## src/rtl/bwx_pkg.sv

```systemverilog
package bwx_pkg;

  localparam int CTRL_W = 8;

  typedef enum logic [1:0] {
    SEL_CTRL = 2'd0,
    SEL_LOW  = 2'd1,
    SEL_HIGH = 2'd2,
    SEL_NONE = 2'd3
  } reg_sel_e;

  typedef struct packed {
    logic [2:0] spare;
    logic       fine;
    logic       div2;
    logic       div4;
    logic       dual;
    logic       en;
  } ctrl_t;

endpackage

```

## src/rtl/bwx_regs.sv

```systemverilog
module bwx_regs
  import bwx_pkg::*;
#(
  parameter int DATA_W = 8
) (
  input  logic              clk,
  input  logic              rst_n,
  input  logic              wr_en,
  input  logic [1:0]        sel,
  input  logic [DATA_W-1:0] wdata,
  output logic [DATA_W-1:0] ctrl_q,
  output logic [DATA_W-1:0] map_lo,
  output logic [DATA_W-1:0] map_hi,
  output logic [DATA_W-1:0] rdata
);

  localparam int NUM_MAPS = 2;

  logic [DATA_W-1:0] map_q [NUM_MAPS];

  always_ff @(posedge clk or negedge rst_n) begin
    if (!rst_n)
      ctrl_q <= '0;
    else if (wr_en && sel == SEL_CTRL)
      ctrl_q <= wdata;
  end

  for (genvar g = 0; g < NUM_MAPS; g++) begin : g_map
    always_ff @(posedge clk or negedge rst_n) begin
      if (!rst_n)
        map_q[g] <= '0;
      else if (wr_en && sel == 2'(g + 1))
        map_q[g] <= wdata;
    end
  end

  assign map_lo = map_q[0];
  assign map_hi = map_q[1];

  always_comb begin
    unique case (sel)
      SEL_CTRL: rdata = ctrl_q;
      SEL_LOW:  rdata = map_q[0];
      SEL_HIGH: rdata = map_q[1];
      default:  rdata = '0;
    endcase
  end

  AST_READBACK: assert property (@(posedge clk) disable iff (!rst_n)
    ($past(wr_en) && $past(sel) == sel && sel != SEL_NONE) |-> rdata == $past(wdata));

  AST_NONE_READS_ZERO: assert property (@(posedge clk) disable iff (!rst_n)
    (sel == SEL_NONE) |-> rdata == '0);

endmodule

```

## src/rtl/bwx_xlate.sv

```systemverilog
module bwx_xlate
  import bwx_pkg::*;
#(
  parameter int ADDR_W   = 20,
  parameter int WIN_W    = 16,
  parameter int BANK_W   = 8,
  parameter int WIN_TAG  = 10,
  parameter int COARSE_SH = 12,
  parameter int FINE_SH   = 10
) (
  input  logic [ADDR_W-1:0] addr,
  input  logic              en,
  input  logic              dual,
  input  logic              div4,
  input  logic              div2,
  input  logic              fine,
  input  logic [BANK_W-1:0] map_lo,
  input  logic [BANK_W-1:0] map_hi,
  output logic              hit,
  output logic              sel_high,
  output logic [ADDR_W-1:0] phys
);

  localparam int TAG_W = ADDR_W - WIN_W;

  function automatic logic [WIN_W-1:0] scale_off(input logic [WIN_W-1:0] o,
                                                 input logic d4, input logic d2);
    if (d4)      return o >> 2;
    else if (d2) return o >> 1;
    else         return o;
  endfunction

  function automatic logic [ADDR_W-1:0] bank_base(input logic [BANK_W-1:0] b,
                                                  input logic f);
    logic [ADDR_W-1:0] w;
    w = ADDR_W'(b);
    return f ? (w << FINE_SH) : (w << COARSE_SH);
  endfunction

  logic [TAG_W-1:0]  tag;
  logic [WIN_W-1:0]  raw_off;
  logic [WIN_W-1:0]  scaled_off;
  logic [BANK_W-1:0] bank;

  assign tag      = addr[ADDR_W-1:WIN_W];
  assign hit      = (tag == TAG_W'(WIN_TAG));
  assign sel_high = dual & addr[WIN_W-1];
  assign bank     = sel_high ? map_hi : map_lo;
  assign raw_off  = dual ? {1'b0, addr[WIN_W-2:0]} : addr[WIN_W-1:0];
  assign scaled_off = scale_off(raw_off, div4, div2);

  always_comb begin
    if (en)
      phys = bank_base(bank, fine) + ADDR_W'(scaled_off);
    else
      phys = ADDR_W'(addr[WIN_W-1:0]);
  end

endmodule

```

## src/rtl/bank_window_xlate.sv

```systemverilog
module bank_window_xlate
  import bwx_pkg::*;
#(
  parameter int ADDR_W    = 20,
  parameter int WIN_W     = 16,
  parameter int DATA_W    = 8,
  parameter int WIN_TAG   = 10,
  parameter int COARSE_SH = 12,
  parameter int FINE_SH   = 10
) (
  input  logic              clk,
  input  logic              rst_n,
  input  logic              reg_wr,
  input  logic [1:0]        reg_sel,
  input  logic [DATA_W-1:0] reg_wdata,
  output logic [DATA_W-1:0] reg_rdata,
  input  logic              cpu_valid,
  input  logic [ADDR_W-1:0] cpu_addr,
  output logic              xl_valid,
  output logic              xl_hit,
  output logic [ADDR_W-1:0] xl_addr
);

  logic [DATA_W-1:0] ctrl_q;
  logic [DATA_W-1:0] map_lo;
  logic [DATA_W-1:0] map_hi;
  ctrl_t             ctl;
  logic              nxt_hit;
  logic              nxt_sel_high;
  logic [ADDR_W-1:0] nxt_phys;
  logic [2:0]        unused_spare;

  assign ctl          = ctrl_t'(ctrl_q);
  assign unused_spare = ctl.spare;

  bwx_regs #(.DATA_W(DATA_W)) u_regs (
    .clk    (clk),
    .rst_n  (rst_n),
    .wr_en  (reg_wr),
    .sel    (reg_sel),
    .wdata  (reg_wdata),
    .ctrl_q (ctrl_q),
    .map_lo (map_lo),
    .map_hi (map_hi),
    .rdata  (reg_rdata)
  );

  bwx_xlate #(
    .ADDR_W(ADDR_W), .WIN_W(WIN_W), .BANK_W(DATA_W), .WIN_TAG(WIN_TAG),
    .COARSE_SH(COARSE_SH), .FINE_SH(FINE_SH)
  ) u_xlate (
    .addr     (cpu_addr),
    .en       (ctl.en),
    .dual     (ctl.dual),
    .div4     (ctl.div4),
    .div2     (ctl.div2),
    .fine     (ctl.fine),
    .map_lo   (map_lo),
    .map_hi   (map_hi),
    .hit      (nxt_hit),
    .sel_high (nxt_sel_high),
    .phys     (nxt_phys)
  );

  always_ff @(posedge clk or negedge rst_n) begin
    if (!rst_n) begin
      xl_valid <= 1'b0;
      xl_hit   <= 1'b0;
      xl_addr  <= '0;
    end else begin
      xl_valid <= cpu_valid;
      if (cpu_valid) begin
        xl_hit  <= nxt_hit;
        xl_addr <= nxt_phys;
      end
    end
  end

  AST_VALID_FOLLOWS: assert property (@(posedge clk) disable iff (!rst_n)
    cpu_valid |=> xl_valid);

  AST_IDLE_FOLLOWS: assert property (@(posedge clk) disable iff (!rst_n)
    !cpu_valid |=> !xl_valid);

  AST_HIT_DECODE: assert property (@(posedge clk) disable iff (!rst_n)
    cpu_valid |=> xl_hit == ($past(cpu_addr[ADDR_W-1:WIN_W]) == (ADDR_W-WIN_W)'(WIN_TAG)));

  AST_PASSTHRU: assert property (@(posedge clk) disable iff (!rst_n)
    (cpu_valid && !ctl.en) |=> xl_addr == ADDR_W'($past(cpu_addr[WIN_W-1:0])));

  AST_HIGH_ONLY_DUAL: assert property (@(posedge clk) disable iff (!rst_n)
    nxt_sel_high |-> (ctl.dual && cpu_addr[WIN_W-1]));

  AST_COARSE_LOW_BITS: assert property (@(posedge clk) disable iff (!rst_n)
    (cpu_valid && ctl.en && !ctl.div4 && !ctl.div2 && !ctl.fine)
      |=> xl_addr[COARSE_SH-1:0] == $past(cpu_addr[COARSE_SH-1:0]));

endmodule

```

## config.mk

```make
export PLATFORM = sky130hd
export DESIGN_NAME = bank_window_xlate
export DESIGN_NICKNAME = d
export VERILOG_FILES = /design/src/rtl/bwx_pkg.sv /design/src/rtl/bwx_regs.sv /design/src/rtl/bwx_xlate.sv /design/src/rtl/bank_window_xlate.sv
export SDC_FILE = /design/constraint.sdc
export NUM_CORES = 1
export LEC_CHECK = 0
export CAP_MARGIN = 5
export CELL_PAD_IN_SITES_DETAIL_PLACEMENT = 1
export CELL_PAD_IN_SITES_GLOBAL_PLACEMENT = 1
export CORE_MARGIN = 2
export CORE_UTILIZATION = 35
export DETAILED_ROUTE_END_ITERATION = 8
export PLACE_DENSITY_LB_ADDON = 0.1
export RECOVER_POWER = 25
export SLEW_MARGIN = 20
export SYNTH_ARGS = -nofsm -noshare
export SYNTH_HDL_FRONTEND = slang
export SYNTH_SLANG_ARGS = --single-unit
```

## constraint.sdc

```tcl
create_clock -name clk -period 2.4 [get_ports clk]
set_clock_uncertainty 0.15 [all_clocks]
set_input_delay 0.48 -clock clk [delete_from_list [all_inputs] [get_ports clk]]
set_output_delay 0.48 -clock clk [all_outputs]
set_load 0.005 [all_outputs]
```

## Word-level counts from Yosys, hierarchy flattened

Cells that the tools add are included.

| word-level totals | value |
|---|---|
| input bits | 34 |
| register bits after elaboration | 46 |

| operators by class | value |
|---|---|
| equality and inequality tests | 3 |
| $add $sub $neg | 1 |
| reductions and logical operators | 4 |
| multiplexer cells | 7 |
| bitwise gates (word level) | 1 |

Operators by type and width:

| kind | number |
|---|---|
| two-way mux 16 bit | 3 |
| two-way mux 20 bit | 2 |
| one-hot mux 8 bit (3 select lines) | 1 |
| adder 20 x 16 -> 20 bit | 1 |
| two-way mux 8 bit | 1 |
| equality test 4 bit (second input constant) | 1 |
| logical AND 1 bit | 3 |
| equality test 2 x 1 -> 1 bit (second input constant) | 1 |
| equality test 2 bit (second input constant) | 1 |
| zero test 2 bit | 1 |
| AND 1 bit | 1 |

## Longest topological paths before layout

| logic depth | value |
|---|---|
| depth after elaboration | 5 |
| mapped depth | 11 |
| gate-level depth less buffers | 10 |

## By module

Synthesis repeated with hierarchy kept, for this count alone.

| second synthesis, totals | value |
|---|---|
| cell total of the unflattened synthesis | 264 |
| area total of the unflattened synthesis | 3,002.9 µm² |

Modules (own cells, without submodules):

| module | area an instance (µm²) | instances | cells an instance |
|---|---|---|---|
| bwx_regs | 1,092.3 | 1 | 71 |
| bwx_xlate | 1,026.0 | 1 | 148 |
| bank_window_xlate | 884.6 | 1 | 45 |

## Worst setup path after synthesis

OpenSTA, ideal clock, no wires.

| path | value |
|---|---|
| path kind | input port to flip-flop |
| start | input cpu_addr[15] |
| end | register xl_addr[16] |
| required time | 2.109 ns |
| stages on the path | 11 |
| arrival time | 2.409 ns |
| slack | -0.300 ns |
| setup time | 0.141 ns |
| path through | nand2_2 > buf_6 > mux2i_1 > nor2b_1 > ha_1 > fa_1 > a21o_1 > o21ba_2 > o21ai_0 > xor2_1 > o22ai_1 |

| on the way | value |
|---|---|
| longest elaborated chain between the ends | 5 |
| elaborated cells between the ends (all ways) | 8 |
| those cells by class | add/sub: 1; mux: 6; bitwise: 1 |

RTL lines:

| element | line | source |
|---|---|---|
| start: declaration | bank_window_xlate.sv:18 | `input logic [ADDR_W-1:0] cpu_addr,` |
| AND 1 bit / two-way mux 16 bit (equally long branches) | bwx_xlate.sv:47, bwx_xlate.sv:49 |  |
| two-way mux 8 bit / two-way mux 16 bit (equally long branches) | bwx_xlate.sv:48, bwx_xlate.sv:29 |  |
| two-way mux 20 bit / two-way mux 16 bit (equally long branches) | bwx_xlate.sv:37, bwx_xlate.sv:28 |  |
| adder 20 x 16 -> 20 bit (*) | bwx_xlate.sv:54 | `phys = bank_base(bank, fine) + ADDR_W'(scaled_off);` |
| two-way mux 20 bit (*) | bwx_xlate.sv:53 | `if (en)` |
| end signal: assignment | bank_window_xlate.sv:74 | `xl_addr <= nxt_phys;` |
| end: declaration | bank_window_xlate.sv:21 | `output logic [ADDR_W-1:0] xl_addr` |

Every way passes the cells marked *; elsewhere a longest branch is shown, timed or not.
A chain may end at the register's enable or synchronous reset.

## Final worst setup path

| path | value |
|---|---|
| start | register u_regs.ctrl_q[1] |
| end | register xl_addr[18] |

| on the way | value |
|---|---|
| longest elaborated chain between the ends | 5 |
| elaborated cells between the ends (all ways) | 8 |
| those cells by class | add/sub: 1; mux: 6; bitwise: 1 |

RTL lines:

| element | line | source |
|---|---|---|
| start: declaration | bwx_regs.sv:11 | `output logic [DATA_W-1:0] ctrl_q,` |
| start signal: assignment | bwx_regs.sv:25 | `ctrl_q <= wdata;` |
| AND 1 bit / two-way mux 16 bit (equally long branches) | bwx_xlate.sv:47, bwx_xlate.sv:49 |  |
| two-way mux 8 bit / two-way mux 16 bit (equally long branches) | bwx_xlate.sv:48, bwx_xlate.sv:29 |  |
| two-way mux 20 bit / two-way mux 16 bit (equally long branches) | bwx_xlate.sv:37, bwx_xlate.sv:28 |  |
| adder 20 x 16 -> 20 bit (*) | bwx_xlate.sv:54 |  |
| two-way mux 20 bit (*) | bwx_xlate.sv:53 |  |

Marks and branches as above.

==> impl_results.md <==
- CTS Buffer Depth: 2
- PortBufs: 63
- DRC: 0
- FF-to-FF End: xl_addr[18]$_DFFE_PN0P_
- Library cells used by synthesis: 42
- Nature of the critical path endpoint: flip-flop
- Max-Cap Viols: 0
- Crit path from: u_regs.ctrl_q[1]$_DFFE_PN0P_
- Synthesized Nets: 303
- Routed WL per cell: 16.73 microns
- Reg-to-reg slack, setup: -0.09 ns
- Drt total wl: 7.746 mm
- Die ar.: 8545 sq um
- Critical Path AT: 2.54 ns
- Total track usage: 0.1892
- Antenna violations before repair: 0
- Gate Count Post-Synth: 262
- Nets: 401
- Async SR Flop Fraction: 1.000
- Measured slew at the worst slew-check pin: 1.123 ns
- Num Clock Sinks: 46
- Sequential-to-total area share from yosys stat: 0.4205
- Cts bufs inserted: 5
- Setup crit end: xl_addr[18]$_DFFE_PN0P_
- Setup_tns: -0.2370 ns
- Routability Congestion: 0.8244
- Antenna Nets Post-Route: 0
- DIE WIDTH: 92.44 microns
- Post-synth EDFFs: 0
- LEAKAGE: 1.732 nW
- Total number of vias: 2372
- Via density: 5.123
- Status: finished, violations left
- Rel. slew slack: 0.2516
- Max-slew violation count: 0
- Minimum clock period: 2.487 ns
- Pre-antenna DRT Iters: 4
- Hold depth: 1
- Clk_lat worst skew: 0.31 ns
- I/O pins: 64
- First-pass GRT wire length: 12.69 mm
- Number of diodes: 0
- Reg2Reg Depth: 10
- Hold/Removal Path Class: flip-flop to flip-flop
- Worst vdd rail ir drop: 0.2717 mV
- Smallest setup slack after layout: -0.08698 ns
- DR iter-0 viols: 40
- Core Area: 7647 sq um
- Top FF cell, synth: dfrtp_1
- R2R Path Start: u_regs.ctrl_q[1]$_DFFE_PN0P_
- Final hold violation count: 0
- F_max: 0.4021 GHz
- Layout cell share with drive strength beyond 1: 0.3047
- Rows: 32
- Hold WS: 0.3632 ns
- Starting Density: 0.3580
- Final setup violation count: 5
- Tcrit/Tclk final: 1.036
- Largest net degree at the start of global routing: 30
- Root cell of the clock tree: clkbuf_8
- PD cells: 775.2 nW/um^2
- Layout Area Growth over Synthesis: 46.71%
- Synthesized area per cell: 10.45 sq um
- Violations in the final reports: negative setup slack
- Synthesized area: 2738 sq um
- RSZ-0062 raised after global routing: yes
- CTS tree: yes
- Crit path launch type: flip-flop
- Critical Path RT: 2.46 ns
- Number of H-tree levels: 2
- Crit path kind: flip-flop to flip-flop
- Reg clk slew, reported paths: 0.10 ns
- Synth warn: 0
- HPWL Detailed: 5.771 mm
- CP Max Fanout: 6
- Yosys reg bits: 46
- Vias in the first global route: 2455
- Global route total overflow: 0
- DIE HEIGHT: 92.44 microns
==> synth_stat cells (all sizes together) (2+ instances only) <==
cell	number	area [sq um]
xnor2	2	17.52
mux4	2	45.04
a22oi	10	75.07
nand3	4	20.02
o21bai	2	15.01
nand3b	4	30.03
nor2b	4	25.02
or2	2	12.51
ha	6	75.07
o221ai	11	96.34
a211oi	2	15.01
a21oi	8	40.04
a21o	2	15.01
mux2i	28	280.3
o22ai	3	18.77
nor3	2	10.01
buf	5	28.78
nor3b	2	20.02
inv	14	52.55
clkbuf	10	37.54
nand2	27	103.9
xor2	3	26.28
nor2	8	30.03
dfrtp	46	1151
mux2	27	304.0
o21ai	17	85.08
==> where the power goes <==
part	total (mW)	switching (mW)	internal, mW
combinational	1.49	0.643	0.851
sequential	1.09	0.143	0.942
clock	0.534	0.295	0.239
==> layout make-up <==
| class | instances | area, sq um |
|---|---|---|
| well taps | 102 | 127.6 |
| clock buffers | 7 | 86.33 |
| repair buffers | 106 | 964.7 |
| flip-flops and latches | 46 | 1152 |
| multi-input cells | 187 | 1624 |
| fillers | 843 | 3631 |
| inverters | 14 | 52.55 |
| clock inverters | 1 | 8.758 |
==> cells by family after synthesis <==
family / Yosys count / synth area share
and+or+nand+nor: 58 / 0.1060
adders and majority gates: 7 / 0.03473
buffers and inverters: 29 / 0.04342
xor gates and xnor gates: 5 / 0.01600
AOI/OAI and AO/OA: 60 / 0.1494
muxes: 57 / 0.2299
DFF: 46 / 0.4205
==> critical path, stage by stage (launching register included) <==
cell and delay [ns]:
dfrtp_2 0.45, nand2_8 0.12, mux2i_4 0.25, nor2b_2 0.07, ha_2 0.19, fa_2 0.34
a21o_1 0.19, o21ba_4 0.22, o2111ai_2 0.17, xor2_1 0.16, o22ai_1 0.08
==> worst min path at each step <==
stage	from	end	slack, ns
2_1_floorplan	rst_n	u_regs.ctrl_q[0]$_DFFE_PN0P_	0.03
3_3_place_gp	rst_n	xl_addr[13]$_DFFE_PN0P_	0.31
3_5_place_dp	rst_n	xl_addr[13]$_DFFE_PN0P_	0.32
4_1_cts	xl_hit$_DFFE_PN0P_	xl_hit$_DFFE_PN0P_	0.37
5_1_grt	xl_addr[12]$_DFFE_PN0P_	xl_addr[12]$_DFFE_PN0P_	0.39
6_report	xl_hit$_DFFE_PN0P_	xl_hit$_DFFE_PN0P_	0.36
==> metal layers <==
metal	up-vias	global-route usage	share of wire
met5	-	0	0
met4	0	0.05224	0.014
met3	9	0.02929	0.029
met2	40	0.3120	0.49
met1	1176	0.2590	0.47
li1	1147	-	-
==> state kept, by name, summed over array words and instances, names as in the netlist <==
name and count:
u_regs.map_lo 8, xl_addr 20, u_regs.ctrl_q 8, u_regs.map_hi 8
xl_valid 1, xl_hit 1
==> timing repair <==
item / CTS / global route
hold endpoints to repair: 17 / 0
gates cloned: 0 / 0
endpoints found under the setup margin: 16 / 6
gates resized for setup: 30 / 16
hold buffers: 1 / 0
setup buffers: 1 / 5
pin swaps: 10 / 15
==> metrics by stage <==
| step | worst slack, ns | power (mW) | instances | utilization | area (sq um) |
|---|---|---|---|---|---|
| global placement | -0.8036 | 2.402 | 448 | 0.4897 | 3745 |
| detailed placement | -0.8573 | 2.434 | 448 | 0.4897 | 3745 |
| finish | -0.08698 | 3.114 | 463 | 0.5252 | 4016 |
| global route | -0.2338 | 3.330 | 463 | 0.5252 | 4016 |
| CTS | -0.1200 | 3.020 | 458 | 0.5082 | 3886 |
| floorplan | -0.1392 | 1.771 | 262 | - | 2766 |
==> placed cells by master (no fill, tap or decap), types with 2 or more instances in the layout <==
cell type	n
xor2_1	2
nand3b_1	4
mux2i_2	2
mux4_2	2
o21ai_2	4
xnor2_1	2
buf_12	2
o21bai_1	2
o221ai_1	10
clkdlybuf4s50_1	49
clkbuf_8	6
mux2i_4	3
nor2b_1	2
nor3b_2	2
a211oi_2	2
dlygate4sd2_1	12
inv_1	14
a21o_1	2
a21oi_1	7
mux2_2	27
dfrtp_1	45
o22ai_1	3
ha_1	4
nor2_1	7
nor3_1	2
o21ai_1	2
a22oi_1	10
clkbuf_1	2
buf_4	39
mux2i_1	23
nand3_1	3
o21ai_0	11
nand2_1	26
or2_2	2
(Power assumes the default switching activity.)
